<file path="config.mk">
export PLATFORM = sky130hd
export DESIGN_NAME = irqc_top
export DESIGN_NICKNAME = d
export VERILOG_FILES = /design/src/rtl/irqc_pkg.sv /design/src/rtl/irqc_regs.sv /design/src/rtl/irqc_route.sv /design/src/rtl/irqc_lowidx.sv /design/src/rtl/irqc_top.sv
export SDC_FILE = /design/constraint.sdc
export NUM_CORES = 1
export LEC_CHECK = 0
export BUFFER_PORTS_ARGS = -buffer_cell sky130_fd_sc_hd__buf_2
export CAP_MARGIN = 20
export CELL_PAD_IN_SITES_DETAIL_PLACEMENT = 1
export CELL_PAD_IN_SITES_GLOBAL_PLACEMENT = 1
export CORE_MARGIN = 3
export CORE_UTILIZATION = 37
export DETAILED_ROUTE_END_ITERATION = 16
export PLACE_DENSITY_LB_ADDON = 0.1
export SETUP_SLACK_MARGIN = 0.1
export SLEW_MARGIN = 40
export SYNTH_ARGS = -nofsm -noshare
export SYNTH_HDL_FRONTEND = slang
export SYNTH_SLANG_ARGS = --single-unit
export TNS_END_PERCENT = 30
</file>
<file path="constraint.sdc">
create_clock -name clk -period 2.6 [get_ports clk]
set_clock_uncertainty 0.1 [all_clocks]
set_input_delay 0.52 -clock clk [delete_from_list [all_inputs] [get_ports clk]]
set_output_delay 0.52 -clock clk [all_outputs]
set_load 0.005 [all_outputs]
</file>
<file path="src/rtl/irqc_pkg.sv">
package irqc_pkg;
  typedef enum logic [2:0] {
    SEL_NONE,
    SEL_STAT0,
    SEL_STAT1,
    SEL_TYPE,
    SEL_RAW,
    SEL_ESET,
    SEL_ECLR
  } reg_sel_e;

  localparam logic [7:0] OFS_STAT0 = 8'h00;
  localparam logic [7:0] OFS_STAT1 = 8'h04;
  localparam logic [7:0] OFS_TYPE  = 8'h20;
  localparam logic [7:0] OFS_RAW   = 8'h30;
  localparam logic [7:0] OFS_ESET  = 8'h34;
  localparam logic [7:0] OFS_ECLR  = 8'h38;

  function automatic reg_sel_e decode_ofs(input logic [7:0] ofs);
    case (ofs)
      OFS_STAT0: decode_ofs = SEL_STAT0;
      OFS_STAT1: decode_ofs = SEL_STAT1;
      OFS_TYPE:  decode_ofs = SEL_TYPE;
      OFS_RAW:   decode_ofs = SEL_RAW;
      OFS_ESET:  decode_ofs = SEL_ESET;
      OFS_ECLR:  decode_ofs = SEL_ECLR;
      default:   decode_ofs = SEL_NONE;
    endcase
  endfunction
endpackage

</file>
<file path="src/rtl/irqc_regs.sv">
module irqc_regs
  import irqc_pkg::*;
#(
  parameter int unsigned N_SRC  = 32,
  parameter int unsigned ADDR_W = 8
) (
  input  logic              clk,
  input  logic              rst_n,
  input  logic              bus_we,
  input  logic [ADDR_W-1:0] bus_addr,
  input  logic [N_SRC-1:0]  bus_wdata,
  output reg_sel_e          sel,
  output logic [N_SRC-1:0]  en_q,
  output logic [N_SRC-1:0]  type_q
);
  logic [N_SRC-1:0] en_d;
  logic [N_SRC-1:0] type_d;
  logic             en_ce;
  logic             type_ce;

  assign sel = decode_ofs(bus_addr[7:0]);

  always_comb begin
    en_d    = en_q;
    type_d  = type_q;
    en_ce   = 1'b0;
    type_ce = 1'b0;
    if (bus_we) begin
      case (sel)
        SEL_ESET: begin
          en_d  = en_q | bus_wdata;
          en_ce = 1'b1;
        end
        SEL_ECLR: begin
          en_d  = en_q & ~bus_wdata;
          en_ce = 1'b1;
        end
        SEL_TYPE: begin
          type_d  = bus_wdata;
          type_ce = 1'b1;
        end
        default: ;
      endcase
    end
  end

  always_ff @(posedge clk or negedge rst_n) begin
    if (!rst_n) begin
      en_q   <= '0;
      type_q <= '0;
    end else begin
      if (en_ce)   en_q   <= en_d;
      if (type_ce) type_q <= type_d;
    end
  end
endmodule

</file>
<file path="src/rtl/irqc_route.sv">
module irqc_route #(
  parameter int unsigned N_SRC = 32
) (
  input  logic [N_SRC-1:0] src,
  input  logic [N_SRC-1:0] en,
  input  logic [N_SRC-1:0] ty,
  output logic [N_SRC-1:0] stat0,
  output logic [N_SRC-1:0] stat1
);
  localparam int unsigned GATE_BIT = N_SRC - 1;

  logic [N_SRC-1:0] live;

  always_comb begin
    live  = en[GATE_BIT] ? (src & en) : '0;
    stat0 = live & ~ty;
    stat1 = live & ty;
  end
endmodule

</file>
<file path="src/rtl/irqc_lowidx.sv">
module irqc_lowidx #(
  parameter int unsigned N = 32,
  localparam int unsigned IDX_W = $clog2(N)
) (
  input  logic [N-1:0]     vec,
  output logic [IDX_W-1:0] idx,
  output logic             vld
);
  always_comb begin
    idx = '0;
    for (int i = N - 1; i >= 0; i--) begin
      if (vec[i]) idx = IDX_W'(i);
    end
    vld = |vec;
  end
endmodule

</file>
<file path="src/rtl/irqc_top.sv">
module irqc_top
  import irqc_pkg::*;
#(
  parameter int unsigned N_SRC  = 32,
  parameter int unsigned ADDR_W = 8,
  localparam int unsigned IDX_W = $clog2(N_SRC)
) (
  input  logic              clk,
  input  logic              rst_n,
  input  logic [N_SRC-1:0]  src_i,
  input  logic              bus_we,
  input  logic [ADDR_W-1:0] bus_addr,
  input  logic [N_SRC-1:0]  bus_wdata,
  output logic [N_SRC-1:0]  bus_rdata,
  output logic              irq0_o,
  output logic              irq1_o,
  output logic [IDX_W-1:0]  idx_o,
  output logic              idx_vld_o
);
  logic [1:0]       rst_pipe;
  logic             rst_sync_n;
  reg_sel_e         sel;
  logic [N_SRC-1:0] en_q;
  logic [N_SRC-1:0] type_q;
  logic [N_SRC-1:0] stat0_w;
  logic [N_SRC-1:0] stat1_w;
  logic             irq0_d;
  logic             irq1_d;

  always_ff @(posedge clk or negedge rst_n) begin
    if (!rst_n) rst_pipe <= '0;
    else        rst_pipe <= {rst_pipe[0], 1'b1};
  end
  assign rst_sync_n = rst_pipe[1];

  irqc_regs #(.N_SRC(N_SRC), .ADDR_W(ADDR_W)) u_regs (
    .clk(clk), .rst_n(rst_sync_n), .bus_we(bus_we), .bus_addr(bus_addr),
    .bus_wdata(bus_wdata), .sel(sel), .en_q(en_q), .type_q(type_q)
  );

  irqc_route #(.N_SRC(N_SRC)) u_route (
    .src(src_i), .en(en_q), .ty(type_q), .stat0(stat0_w), .stat1(stat1_w)
  );

  irqc_lowidx #(.N(N_SRC)) u_idx (
    .vec(stat0_w), .idx(idx_o), .vld(idx_vld_o)
  );

  always_comb begin
    case (sel)
      SEL_STAT0:          bus_rdata = stat0_w;
      SEL_STAT1:          bus_rdata = stat1_w;
      SEL_TYPE:           bus_rdata = type_q;
      SEL_RAW:            bus_rdata = src_i;
      SEL_ESET, SEL_ECLR: bus_rdata = en_q;
      default:            bus_rdata = '0;
    endcase
  end

  always_comb begin
    irq0_d = |stat0_w;
    irq1_d = |stat1_w;
  end

  always_ff @(posedge clk or negedge rst_sync_n) begin
    if (!rst_sync_n) begin
      irq0_o <= 1'b0;
      irq1_o <= 1'b0;
    end else begin
      irq0_o <= irq0_d;
      irq1_o <= irq1_d;
    end
  end
endmodule

</file>
==> flow_summary.yaml <==
critical_path:
  startpoint_type: "register"
  worstSetupPathType: "register to output port"
  cp_max_fo: 11
  worst_path_largest_cell_delay_ns: 0.53
  arrival_ns: 2.48
  end_kind: "output port"
  rrSetupSlack_ns: 0.46
  rr_worst_depth: 7
  r2r_end: "irq1_o"
  cp_slowest_cell: "or4_4"
  cp.required_ns: 1.98
  worstPathCellList: "buf_12 -> and4b_1 -> or4_4 -> o31a_1 -> o41a_1 -> buf_2"
floorplanning:
  start_util: 0.389
  die_area_um2: 13700
  fp.dieW_um: 117
  ioPinCount: 115
  die_h_um: 117
  core_um2: 11700
  core.rowCount: 39
synthesis:
  synthMuxAreaShare: 0.0765
  synth_compound_area_frac: 0.283
  yosysSeqAreaShare: 0.373
  async_flop_share: 1.00
  synth_xor_area_frac: 0.00576
  ys_ff_latch: 68
  synth_ff_type: "dfrtp_1"
  synth_fa_ha_area_frac: 0
  synth-simple-area-share: 0.215
  synthesis.nets: 556
  ys_types: 49
  synth_area_um2: 4560
  synth_top_family_by_area: "compound AO/OA/AOI/OAI gates"
  syn_avg_cell_area_um2: 9.48
  ys_warn_count: 0
  synth_edf_count: 0
  synth_cells: 481
pwr:
  ir_drop_mv: 0.407
  powerDensity_nw_per_um2: 473
  finalPower_mw: 3.25
  leakagePower_nw: 3.40
place:
  place_ws_ns: -0.331
  place.gp.congestion: 0.893
  hpwlAfterDp_mm: 14.1
  port_buffers: 114
clocking:
  cts_inserted_buffers: 9
  htreeDepth: 3
  cts_tree: "built"
  clock_latency_ns: 0.35
  cts_buffer_depth: 2
  cts-root-buf: "clkbuf_16"
  clock-sinks: 68
  clk_pin_slew_ns: 0.06
route:
  postRouteAntennaNets: 0
  vias: 5443
  routed_wl_mm: 21.4
  initialDrtViolationCount: 518
  drc: 0
  via_per_inst: 6.58
  wl_per_cell_um: 25.8
  dr.pass1.iters: 9
cells_and_area:
  layout.nets: 754
  antenna_cells: 0
  layout-drive-gt1-share: 0.466
  final_common_cell: "buf_2"
  layout_common_cells: "buf_2, buf_4, dfrtp_1, o211ai_1, a21oi_1"
  area_growth_pct: 50.8
global_routing:
  grt_use_total: 0.295
  grt_pass1_wl_mm: 30.7
  grt_pass1_vias: 5605
  grt_max_degree: 37
  grt_overflow: 0
  antenna_found_initial: 0
timing:
  slew_viol_final: 0
  setup_viol: 38
  setup_slack_ns: -0.500
  rsz0062_at_grt: "yes"
  finalHoldViolCount: 0
  layout_min_cycle_time_ns: 3.10
  finalSetupTns_ns: -12.38
  min_period_over_period: 1.19
  fmax_ghz: 0.323
outcome:
  status: "complete, but fails checks"
  violations: "setup timing"
hold_path:
  hp-class: "register to async pin"
flow_run:
  cap_violations: 0
## synthesized netlist by cell type, types with 2 or more instances
| cell | n | area, um2 |
|---|---|---|
| a221o_1 | 5 | 50.1 |
| a21oi_1 | 41 | 205 |
| nand2_1 | 37 | 139 |
| nor2b_1 | 2 | 12.5 |
| nand3_1 | 5 | 25.0 |
| nor4_1 | 5 | 31.3 |
| a222oi_1 | 22 | 220 |
| nor2_1 | 12 | 45.0 |
| xnor2_1 | 3 | 26.3 |
| and4b_1 | 20 | 200 |
| nor3b_1 | 2 | 15.0 |
| or4_1 | 4 | 30.0 |
| and3_1 | 32 | 200 |
| o211ai_1 | 39 | 293 |
| and2_1 | 2 | 12.5 |
| dfrtp_1 | 68 | 1700 |
| nand4_1 | 4 | 25.0 |
| nand4b_1 | 13 | 114 |
| o21ai_0 | 14 | 70.1 |
| nor3_1 | 9 | 45.0 |
| buf_6 | 6 | 67.6 |
| a22o_1 | 4 | 35.0 |
| clkbuf_1 | 18 | 67.6 |
| a31oi_1 | 33 | 206 |
| buf_2 | 13 | 65.1 |
| a22oi_1 | 15 | 113 |
| mux2_2 | 31 | 349 |
## where the power goes
group          leakage (nW)  total [mW]  internal, mW  switching, mW
Sequential            0.920        1.22          1.13         0.0837
Combinational          2.31       0.495         0.236          0.258
Clock                 0.177        1.54          1.04          0.499
Total                  3.40        3.25          2.41          0.841
## worst max-delay path by stage
stage / cells after the start / endpoint
after floorplan: 6 / bus_rdata[18]
after global placement: 8 / bus_rdata[4]
after detailed placement: 8 / bus_rdata[5]
after CTS: 6 / idx_o[2]
after global routing: 6 / idx_o[2]
final: 6 / idx_o[2]
## layout make-up
| class | count | area (um2) |
|---|---|---|
| Fill cell | 1336 | 4830 |
| Multi-Input combinational cell | 374 | 2900 |
| Clock buffer | 10 | 229 |
| Clock inverter | 6 | 138 |
| Inverter | 1 | 3.75 |
| Tap cell | 143 | 179 |
| Sequential cell | 68 | 1700 |
| Timing Repair Buffer | 225 | 1720 |
## critical path, delay by kind of cell, from the launching register on
family / cells / cell delay (ns)
AND/OR/NAND/NOR: 2 / 0.77
AO/OA/AOI/OAI: 2 / 0.62
flip-flops: 1 / 0.44
buffers and inverters: 2 / 0.31
## stage by stage
stage / hold WS (ns) / cells / util / cell area [um2]
3_3_place_gp: 0.204 / 792 / 0.513 / 6000
6_report: 0.0513 / 827 / 0.587 / 6880
2_1_floorplan: 0.124 / 481 / - / 4630
4_1_cts: 0.260 / 819 / 0.563 / 6590
3_5_place_dp: 0.206 / 792 / 0.513 / 6000
5_1_grt: 0.0725 / 827 / 0.587 / 6880
## kinds of logic after synthesis
logic type,Yosys count
DFF,68
and+or+nand+nor,155
muxes,31
other,1
AOI/OAI and AO/OA,184
xor gates and xnor gates,3
buffers and inverters,39
## repair_timing
| action | in CTS | in global routing |
|---|---|---|
| hold buffers | 1 | 0 |
| gates cloned | 2 | 4 |
| setup buffers | 8 | 5 |
| pin swaps | 27 | 20 |
| endpoints found under the hold margin | 2 | 0 |
| setup endpoints to repair | 38 | 40 |
| gates resized for setup | 36 | 38 |
## metal layers
metal	vias to the layer above	GRT usage	part of all wire
met1	2717	0.370	0.41
met4	0	0.121	0.042
met5	-	0	0
li1	2372	-	-
met3	60	0.0524	0.067
met2	294	0.503	0.49
No activity file was read; power rests on OpenSTA's default activity.
